===== config.mk =====
export PLATFORM = sky130hd
export DESIGN_NAME = fir3_pipe
export DESIGN_NICKNAME = d
export VERILOG_FILES = /design/src/rtl/fir3_pkg.sv /design/src/rtl/fir3_tap_line.sv /design/src/rtl/fir3_mul_bank.sv /design/src/rtl/fir3_add_tree.sv /design/src/rtl/fir3_valid_pipe.sv /design/src/rtl/fir3_pipe.sv
export SDC_FILE = /design/constraint.sdc
export NUM_CORES = 1
export LEC_CHECK = 0
export BUFFER_PORTS_ARGS = -buffer_cell sky130_fd_sc_hd__buf_2
export CORE_ASPECT_RATIO = 1.5
export CORE_MARGIN = 2
export CORE_UTILIZATION = 35
export DETAILED_ROUTE_END_ITERATION = 8
export GPL_ROUTABILITY_DRIVEN = 0
export GPL_TIMING_DRIVEN = 0
export PLACE_DENSITY_LB_ADDON = 0.2
export SYNTH_ARGS = -nofsm -noshare
export SYNTH_HDL_FRONTEND = slang
export SYNTH_SLANG_ARGS = --single-unit

===== constraint.sdc =====
create_clock -name clk -period 8.7 [get_ports clk]
set_input_delay 1.74 -clock clk [delete_from_list [all_inputs] [get_ports clk]]
set_output_delay 1.74 -clock clk [all_outputs]
set_load 0.005 [all_outputs]

===== src/rtl/fir3_pkg.sv =====
package fir3_pkg;
    localparam int FIR3_TAPS    = 3;
    localparam int FIR3_LATENCY = 2;
    localparam int FIR3_GUARD   = 2;
    localparam int FIR3_DATA_W  = 8;
    localparam int FIR3_COEF_W  = 8;
endpackage


===== src/rtl/fir3_tap_line.sv =====
module fir3_tap_line #(
    parameter int DATA_W = 8
) (
    input  logic                     clk,
    input  logic                     rst_n,
    input  logic                     in_valid,
    input  logic signed [DATA_W-1:0] in_data,
    output logic signed [DATA_W-1:0] x_cur,
    output logic signed [DATA_W-1:0] x_prev
);
    typedef struct packed {
        logic signed [DATA_W-1:0] prev;
    } tap_state_t;

    tap_state_t st_d, st_q;
    logic signed [DATA_W-1:0] gated;

    always_comb begin
        gated   = in_valid ? in_data : '0;
        st_d    = st_q;
        st_d.prev = gated;
    end

    always_ff @(posedge clk or negedge rst_n) begin
        if (!rst_n) st_q <= '0;
        else        st_q <= st_d;
    end

    assign x_cur  = gated;
    assign x_prev = st_q.prev;
endmodule


===== src/rtl/fir3_mul_bank.sv =====
module fir3_mul_bank #(
    parameter int DATA_W = 8,
    parameter int COEF_W = 8,
    parameter int COEF0  = 1,
    parameter int COEF1  = 1,
    parameter int COEF2  = 1,
    localparam int PROD_W = DATA_W + COEF_W,
    localparam int TAPS   = fir3_pkg::FIR3_TAPS
) (
    input  logic                     clk,
    input  logic                     rst_n,
    input  logic signed [DATA_W-1:0] x_cur,
    input  logic signed [DATA_W-1:0] x_prev,
    output logic signed [PROD_W-1:0] prod [TAPS]
);
    localparam logic signed [COEF_W-1:0] WEIGHT [TAPS] = '{
        COEF0[COEF_W-1:0], COEF1[COEF_W-1:0], COEF2[COEF_W-1:0]
    };

    typedef struct packed {
        logic signed [TAPS-1:0][PROD_W-1:0] p;
    } mul_state_t;

    mul_state_t st_d, st_q;
    logic signed [DATA_W-1:0] operand [TAPS];

    // The oldest weight reads the one-sample history; the two newer
    // weights read the current sample, one clock ahead of their use.
    for (genvar i = 0; i < TAPS; i++) begin : g_src
        if (i == TAPS - 1) begin : g_old
            assign operand[i] = x_prev;
        end else begin : g_new
            assign operand[i] = x_cur;
        end
    end

    always_comb begin
        st_d = st_q;
        for (int i = 0; i < TAPS; i++) begin
            st_d.p[i] = PROD_W'(operand[i]) * PROD_W'(WEIGHT[i]);
        end
    end

    always_ff @(posedge clk or negedge rst_n) begin
        if (!rst_n) st_q <= '0;
        else        st_q <= st_d;
    end

    for (genvar i = 0; i < TAPS; i++) begin : g_out
        assign prod[i] = $signed(st_q.p[i]);
    end
endmodule


===== src/rtl/fir3_add_tree.sv =====
module fir3_add_tree #(
    parameter int PROD_W = 16,
    parameter int SUM_W  = 18,
    localparam int TAPS  = fir3_pkg::FIR3_TAPS
) (
    input  logic                     clk,
    input  logic                     rst_n,
    input  logic signed [PROD_W-1:0] prod [TAPS],
    output logic signed [SUM_W-1:0]  sum
);
    typedef struct packed {
        logic signed [SUM_W-1:0] older;
        logic signed [SUM_W-1:0] total;
    } add_state_t;

    add_state_t st_d, st_q;

    always_comb begin
        st_d       = st_q;
        st_d.older = SUM_W'(prod[1]) + SUM_W'(prod[2]);
        st_d.total = SUM_W'(prod[0]) + st_q.older;
    end

    always_ff @(posedge clk or negedge rst_n) begin
        if (!rst_n) st_q <= '0;
        else        st_q <= st_d;
    end

    assign sum = st_q.total;
endmodule


===== src/rtl/fir3_valid_pipe.sv =====
module fir3_valid_pipe #(
    parameter int DEPTH = 2
) (
    input  logic clk,
    input  logic rst_n,
    input  logic vin,
    output logic vout
);
    typedef struct packed {
        logic [DEPTH-1:0] stage;
    } vld_state_t;

    vld_state_t st_d, st_q;

    always_comb begin
        st_d = st_q;
        st_d.stage[0] = vin;
        for (int i = 1; i < DEPTH; i++) begin
            st_d.stage[i] = st_q.stage[i-1];
        end
    end

    always_ff @(posedge clk or negedge rst_n) begin
        if (!rst_n) st_q <= '0;
        else        st_q <= st_d;
    end

    assign vout = st_q.stage[DEPTH-1];
endmodule


===== src/rtl/fir3_pipe.sv =====
module fir3_pipe #(
    parameter int DATA_W = fir3_pkg::FIR3_DATA_W,
    parameter int COEF_W = fir3_pkg::FIR3_COEF_W,
    parameter int COEF0  = -128,
    parameter int COEF1  = 127,
    parameter int COEF2  = -77,
    localparam int PROD_W = DATA_W + COEF_W,
    localparam int SUM_W  = PROD_W + fir3_pkg::FIR3_GUARD
) (
    input  logic                     clk,
    input  logic                     rst_n,
    input  logic                     in_valid,
    input  logic signed [DATA_W-1:0] in_data,
    output logic                     out_valid,
    output logic signed [SUM_W-1:0]  out_data
);
    localparam int TAPS = fir3_pkg::FIR3_TAPS;

    logic signed [DATA_W-1:0] x_cur;
    logic signed [DATA_W-1:0] x_prev;
    logic signed [PROD_W-1:0] prod [TAPS];

    fir3_tap_line #(.DATA_W(DATA_W)) u_taps (
        .clk      (clk),
        .rst_n    (rst_n),
        .in_valid (in_valid),
        .in_data  (in_data),
        .x_cur    (x_cur),
        .x_prev   (x_prev)
    );

    fir3_mul_bank #(
        .DATA_W(DATA_W), .COEF_W(COEF_W),
        .COEF0(COEF0), .COEF1(COEF1), .COEF2(COEF2)
    ) u_mul (
        .clk    (clk),
        .rst_n  (rst_n),
        .x_cur  (x_cur),
        .x_prev (x_prev),
        .prod   (prod)
    );

    fir3_add_tree #(.PROD_W(PROD_W), .SUM_W(SUM_W)) u_add (
        .clk   (clk),
        .rst_n (rst_n),
        .prod  (prod),
        .sum   (out_data)
    );

    fir3_valid_pipe #(.DEPTH(fir3_pkg::FIR3_LATENCY)) u_vld (
        .clk   (clk),
        .rst_n (rst_n),
        .vin   (in_valid),
        .vout  (out_valid)
    );
endmodule


# [Word-level counts from Yosys, hierarchy flattened]
# Index checks and enable logic that the tools add are counted.
# W data, S select, Z words.
[word_totals] ff_bits=87 input_bits=11 out_inout_bits=19 elab_cells=13
[classes] n_addsub=3 multipliers=2 n_mux=1
[op_table] operator="$mul A8 B8 Y16 const B" count=2
[op_table] operator="$add A16 B18 Y18" count=1
[op_table] operator="$add A16 B16 Y17" count=1
[op_table] operator="$neg A8 Y9" count=1
[op_table] operator="$mux W8" count=1

# [Logic depth before layout (Yosys ltp)]
[logic_depth] word_depth=2 ltp_mapped=17 mapped_depth_nobuf=16

# [Cells and area by module]
# From an unflattened synthesis, not the netlist that was laid out.
[unflattened] hier_cells=753 area_unflattened_um2=7534.7
[modules_own_cells] module="fir3_mul_bank" instances=1 cells_per_inst=457 area_each_um2=4610.7 seq_area_each_um2=975.9
[modules_own_cells] module="fir3_add_tree" instances=1 cells_per_inst=278 area_each_um2=2623.8 seq_area_each_um2=875.8
[modules_own_cells] module="fir3_tap_line" instances=1 cells_per_inst=16 area_each_um2=250.2 seq_area_each_um2=200.2
[modules_own_cells] module="fir3_valid_pipe" instances=1 cells_per_inst=2 area_each_um2=50.0 seq_area_each_um2=50.0

# [Worst setup path before layout]
# OpenSTA, ideal clock, no wires.
[synth_timing] path_type="input-to-reg" startpoint="in in_valid" endpoint="reg u_mul.st_q, in the netlist u_mul.prod[29]" arrival_time_ps=5667 required_ps=8584 slack_ps=2917 stages=15 path_cell_list="clkbuf_1 > nand2_1 > inv_1 > fa_1 > fa_1 > fa_1 > inv_1 > fa_1 > inv_1 > ha_1 > o21ai_0 > o21bai_1 > o211ai_1 > or4b_1 > o311ai_0"
[synth_rtl] item="start, declared" line_no="fir3_pipe.sv:12" text="input logic in_valid,"
[synth_rtl] item="end signal, assigned" line_no="fir3_mul_bank.sv:46" text="else st_q <= st_d;"
[synth_rtl] item="end, declared" line_no="fir3_mul_bank.sv:24" text="mul_state_t st_d, st_q;"

==> summary.md <==
| Metric | Value |
|---|---|
| Crit Path Max Fanout | `10` |
| Asr flop ratio synth | `100.0%` |
| Reg2reg end | `u_mul.prod[15]` |
| Fmax | `160.3 MHz` |
| Relative slew margins | `46.60%` |
| CTS Buffer Depth | `2` |
| Share of the synthesized area in the top cell type | `29.95%` |
| Slowest-stage cell, CP | `fa_1` |
| Root Driver | `clkbuf_16` |
| Mux cell area share after synthesis | `1.966%` |
| Area grow syn2layout | `11.82%` |
| Bufs and invs on worst path | `5` |
| Flop pwr share | `24.7%` |
| R2R Setup Slk | `4.56 ns` |
| Dpl hpwl | `11.54 mm` |
| Drt via density | `4.702` |
| Row cnt | `63` |
| FF-to-FF path depth | `13` |
| Dpl cell area | `7431 um^2` |
| Class of the worst hold path | `reg -> reg` |
| Final Setup Violations | `0` |
| Post-Syn Area | `6935 um^2` |
| CP Capture Point | `u_mul.prod[29]` |
| RSZ-0062 raised after global routing | `no` |
| Syn Area/Cell | `9.908 um^2` |
| Net Count, Synth | `854` |
| Sw Share | `39.95%` |
| Core Region | `19630 um^2` |
| Leading area contributor after synthesis | `dfrtp_1` |
| Main combinational cell family by area after synthesis | `adder cells` |
| First DRT Iteration DRCs | `175` |
| Antenna Nets Post-Route | `0` |
| # Post-CTS Setup Buffers | `0` |
| Setup Skew | `0.006944 ns` |
| Worst path arrival time | `6.46 ns` |
| Simple-gate area share of the yosys netlist | `9.507%` |
| Cts repair resizes | `0` |
| CP Launch Point | `in_valid` |
| Post-route DRC | `0` |
| Share of cells above drive strength 1 | `10.34%` |
| Top cell by count, worst path | `fa_1` |
| Clock network power share | `17.2%` |
| Synth warn | `0` |
| CP Capture Type | `register` |
| Post-route minimum period | `6.239 ns` |
| Vias in the first global route | `5074` |
| Seq cells post-synth | `83` |
| Htree depth | `3` |
| Maximum vdd drop | `152.9 uV` |
| Final worst setup slack | `2.461 ns` |
| Max-cap violations | `0` |
| Combinational power share | `58.1%` |
| Clk Latency, worst-skew pair | `0.34 ns` |
| Total congestion overflow | `0` |
| Reg clk slew, reported paths | `0.06 ns` |
| Actual slew at the worst max-slew pin | `0.8010 ns` |
| CP max stage delay | `0.55 ns` |
| Sink Count | `83` |
| Final period utilization | `71.71%` |
| Post-synth EDFFs | `0` |
| Antenna violations before repair | `0` |
| Pwr per Cell Area | `309.4 nW/um^2` |
| CP Launch Type | `input port` |
| Sw Pwr | `0.9584 mW` |
| # port buffers | `28` |
| Crit path depth | `16` |
| Crit-path leading delay family | `adder cells` |
| Crit path kind | `in -> reg` |
| Crit path cell chain | `buf_2 -> clkbuf_1 -> nand2_1 -> inv_1 -> fa_1 -> fa_1 -> fa_1 -> inv_1 -> fa_1 -> inv_1 -> ha_1 -> nor3_1 -> nand2_1 -> o211ai_1 -> or4b_1 -> o311ai_0` |
| Compound-Gate Fraction of Synth Area | `11.42%` |
| Synth top area cells | `dfrtp_1 30%, ha_1 18%, fa_1 12%` |
| Vias | `4726` |
| Pint | `1.441 mW` |
| Top_reg_cell synth | `dfrtp_1` |
| Die H | `176.4 um` |
| First-pass GRT wire length | `23.40 mm` |
| Setup TNS | `0 ns` |
| Post-place setup slack | `2.080 ns` |
| Final Cell Area | `7755 um^2` |
| Die Wd | `118.9 um` |
| Die area | `20980 um^2` |
| FF-to-FF Start | `u_taps.x_prev[1]` |
| # IOs | `30` |
| CTS Buf Count | `9` |
| Cells after Synth | `700` |
| Outcome | `finished, final reports clean` |
| DR WL/cell | `13.75 um` |
| Tot GR Track Use | `14.11%` |
| Ant diodes | `0` |
| Final hold viol count | `0` |
| Final Max Tran Viols | `0` |
| Starting Density | `35.33%` |
| Drt pass-1 iters | `5` |
| CTS tree | `yes` |
| Sequential fraction of the synthesis area | `29.95%` |
| Number of nets in the layout | `894` |
| Final wirelength | `13.82 mm` |
| Post-synthesis xor/xnor area fraction | `7.703%` |
| Unique masters post-synth | `54` |
| Hold_buf cts | `0` |
| Largest net degree at the start of global routing | `48` |
| Adder-cell share of the synthesized area | `30.34%` |
| Worst EP required | `8.92 ns` |
| Static Leakage | `3.835 nW` |
==> layout by cell type, fill, tap and decap left out, drive strengths merged, types with 2 or more instances in the layout <==
cell type | Yosys | final
a211o | 3 | 3
a211oi | 9 | 9
a21o | 8 | 8
a21oi | 31 | 31
a311o | 3 | 3
a311oi | 2 | 2
a31oi | 8 | 8
and2 | 10 | 10
and3 | 3 | 3
buf | 19 | 48
bufinv | 0 | 2
clkbuf | 9 | 19
dfrtp | 83 | 83
fa | 42 | 42
ha | 101 | 101
inv | 122 | 125
mux2 | 5 | 5
mux2i | 8 | 8
nand2 | 27 | 27
nand2b | 10 | 10
nand3 | 11 | 11
nand4 | 7 | 7
nor2 | 35 | 35
nor2b | 4 | 4
nor3 | 16 | 16
nor4 | 2 | 2
o211ai | 3 | 3
o21a | 10 | 10
o21ai | 24 | 24
o21bai | 4 | 4
o221a | 2 | 2
or4b | 3 | 3
xnor2 | 47 | 47
xor2 | 14 | 14
==> per-stage QoR <==
stage	util [%]	instances	hold slack [ns]	total power [mW]
2_1_floorplan	-	700	0.3312	1.682
3_3_place_gp	37.71	988	0.3320	1.962
3_5_place_dp	37.86	989	0.3347	1.996
4_1_cts	39.51	1005	0.3494	2.427
5_1_grt	39.51	1005	0.3589	2.639
6_report	39.51	1005	0.3471	2.399
==> logic make-up (layout without fill, tap and decap cells) <==
kind of cell	after synthesis	after routing
adders and majority gates	143	143
and+or+nand+nor	132	132
xor gates and xnor gates	61	61
buffers and inverters	150	195
DFF	83	83
muxes	13	13
AOI/OAI and AO/OA	118	118
==> synthesized netlist by cell type (9+ instances only) <==
| cell type | count |
|---|---|
| nand3_1 | 11 |
| dfrtp_1 | 83 |
| nor3_1 | 16 |
| xnor2_1 | 47 |
| nand2_1 | 27 |
| and2_1 | 10 |
| inv_1 | 122 |
| xor2_1 | 14 |
| nor2_1 | 35 |
| ha_1 | 101 |
| a21oi_1 | 30 |
| nand2b_1 | 10 |
| o21a_1 | 10 |
| buf_4 | 18 |
| clkbuf_1 | 9 |
| o21ai_0 | 24 |
| fa_1 | 42 |
==> cell type report <==
type	count	area, um^2
fillers	1920	11870
flip-flops and latches	83	2077
clock buffers	10	229.0
multi-input cells	467	4227
well taps	260	325.3
plain buffers	28	173.9
inverters	122	457.9
clock inverters	6	95.09
repair buffers	29	170.2
==> power groups by stage <==
stage	clock network (mW)	logic [mW]	registers (mW)
2_1_floorplan	0	1.10	0.582
4_1_cts	0.425	1.41	0.595
6_report	0.413	1.39	0.592
3_3_place_gp	0	1.36	0.599
3_5_place_dp	0	1.39	0.602
5_1_grt	0.440	1.59	0.607
==> layer usage <==
metal	up-vias	GRT usage, %	share of wire (%)
li1	2402	-	-
met1	2242	14.30	39
met2	60	28.35	56
met3	22	2.035	1.9
met4	0	5.605	2.7
met5	-	0	0
==> worst min-delay path by stage <==
stage / startpoint / end / slack [ns] / depth (start not counted)
6_report: u_add.st_q[23] / u_add.sum[5] / 0.35 / 0
5_1_grt: u_add.st_q[18] / u_add.sum[0] / 0.36 / 0
4_1_cts: u_add.st_q[24] / u_add.sum[6] / 0.35 / 0
3_5_place_dp: u_add.st_q[22] / u_add.sum[4] / 0.33 / 0
3_3_place_gp: u_add.st_q[19] / u_add.sum[1] / 0.33 / 0
2_1_floorplan: u_add.st_q[18] / u_add.sum[0] / 0.33 / 0
==> sequential cells by signal, summed over array words and instances, names as in the netlist <==
register and flops:
u_taps.x_prev 7, u_add.st_q 17, u_vld.st_q 2, u_add.sum 18
u_mul.prod 39
(Power assumes the default switching activity.)
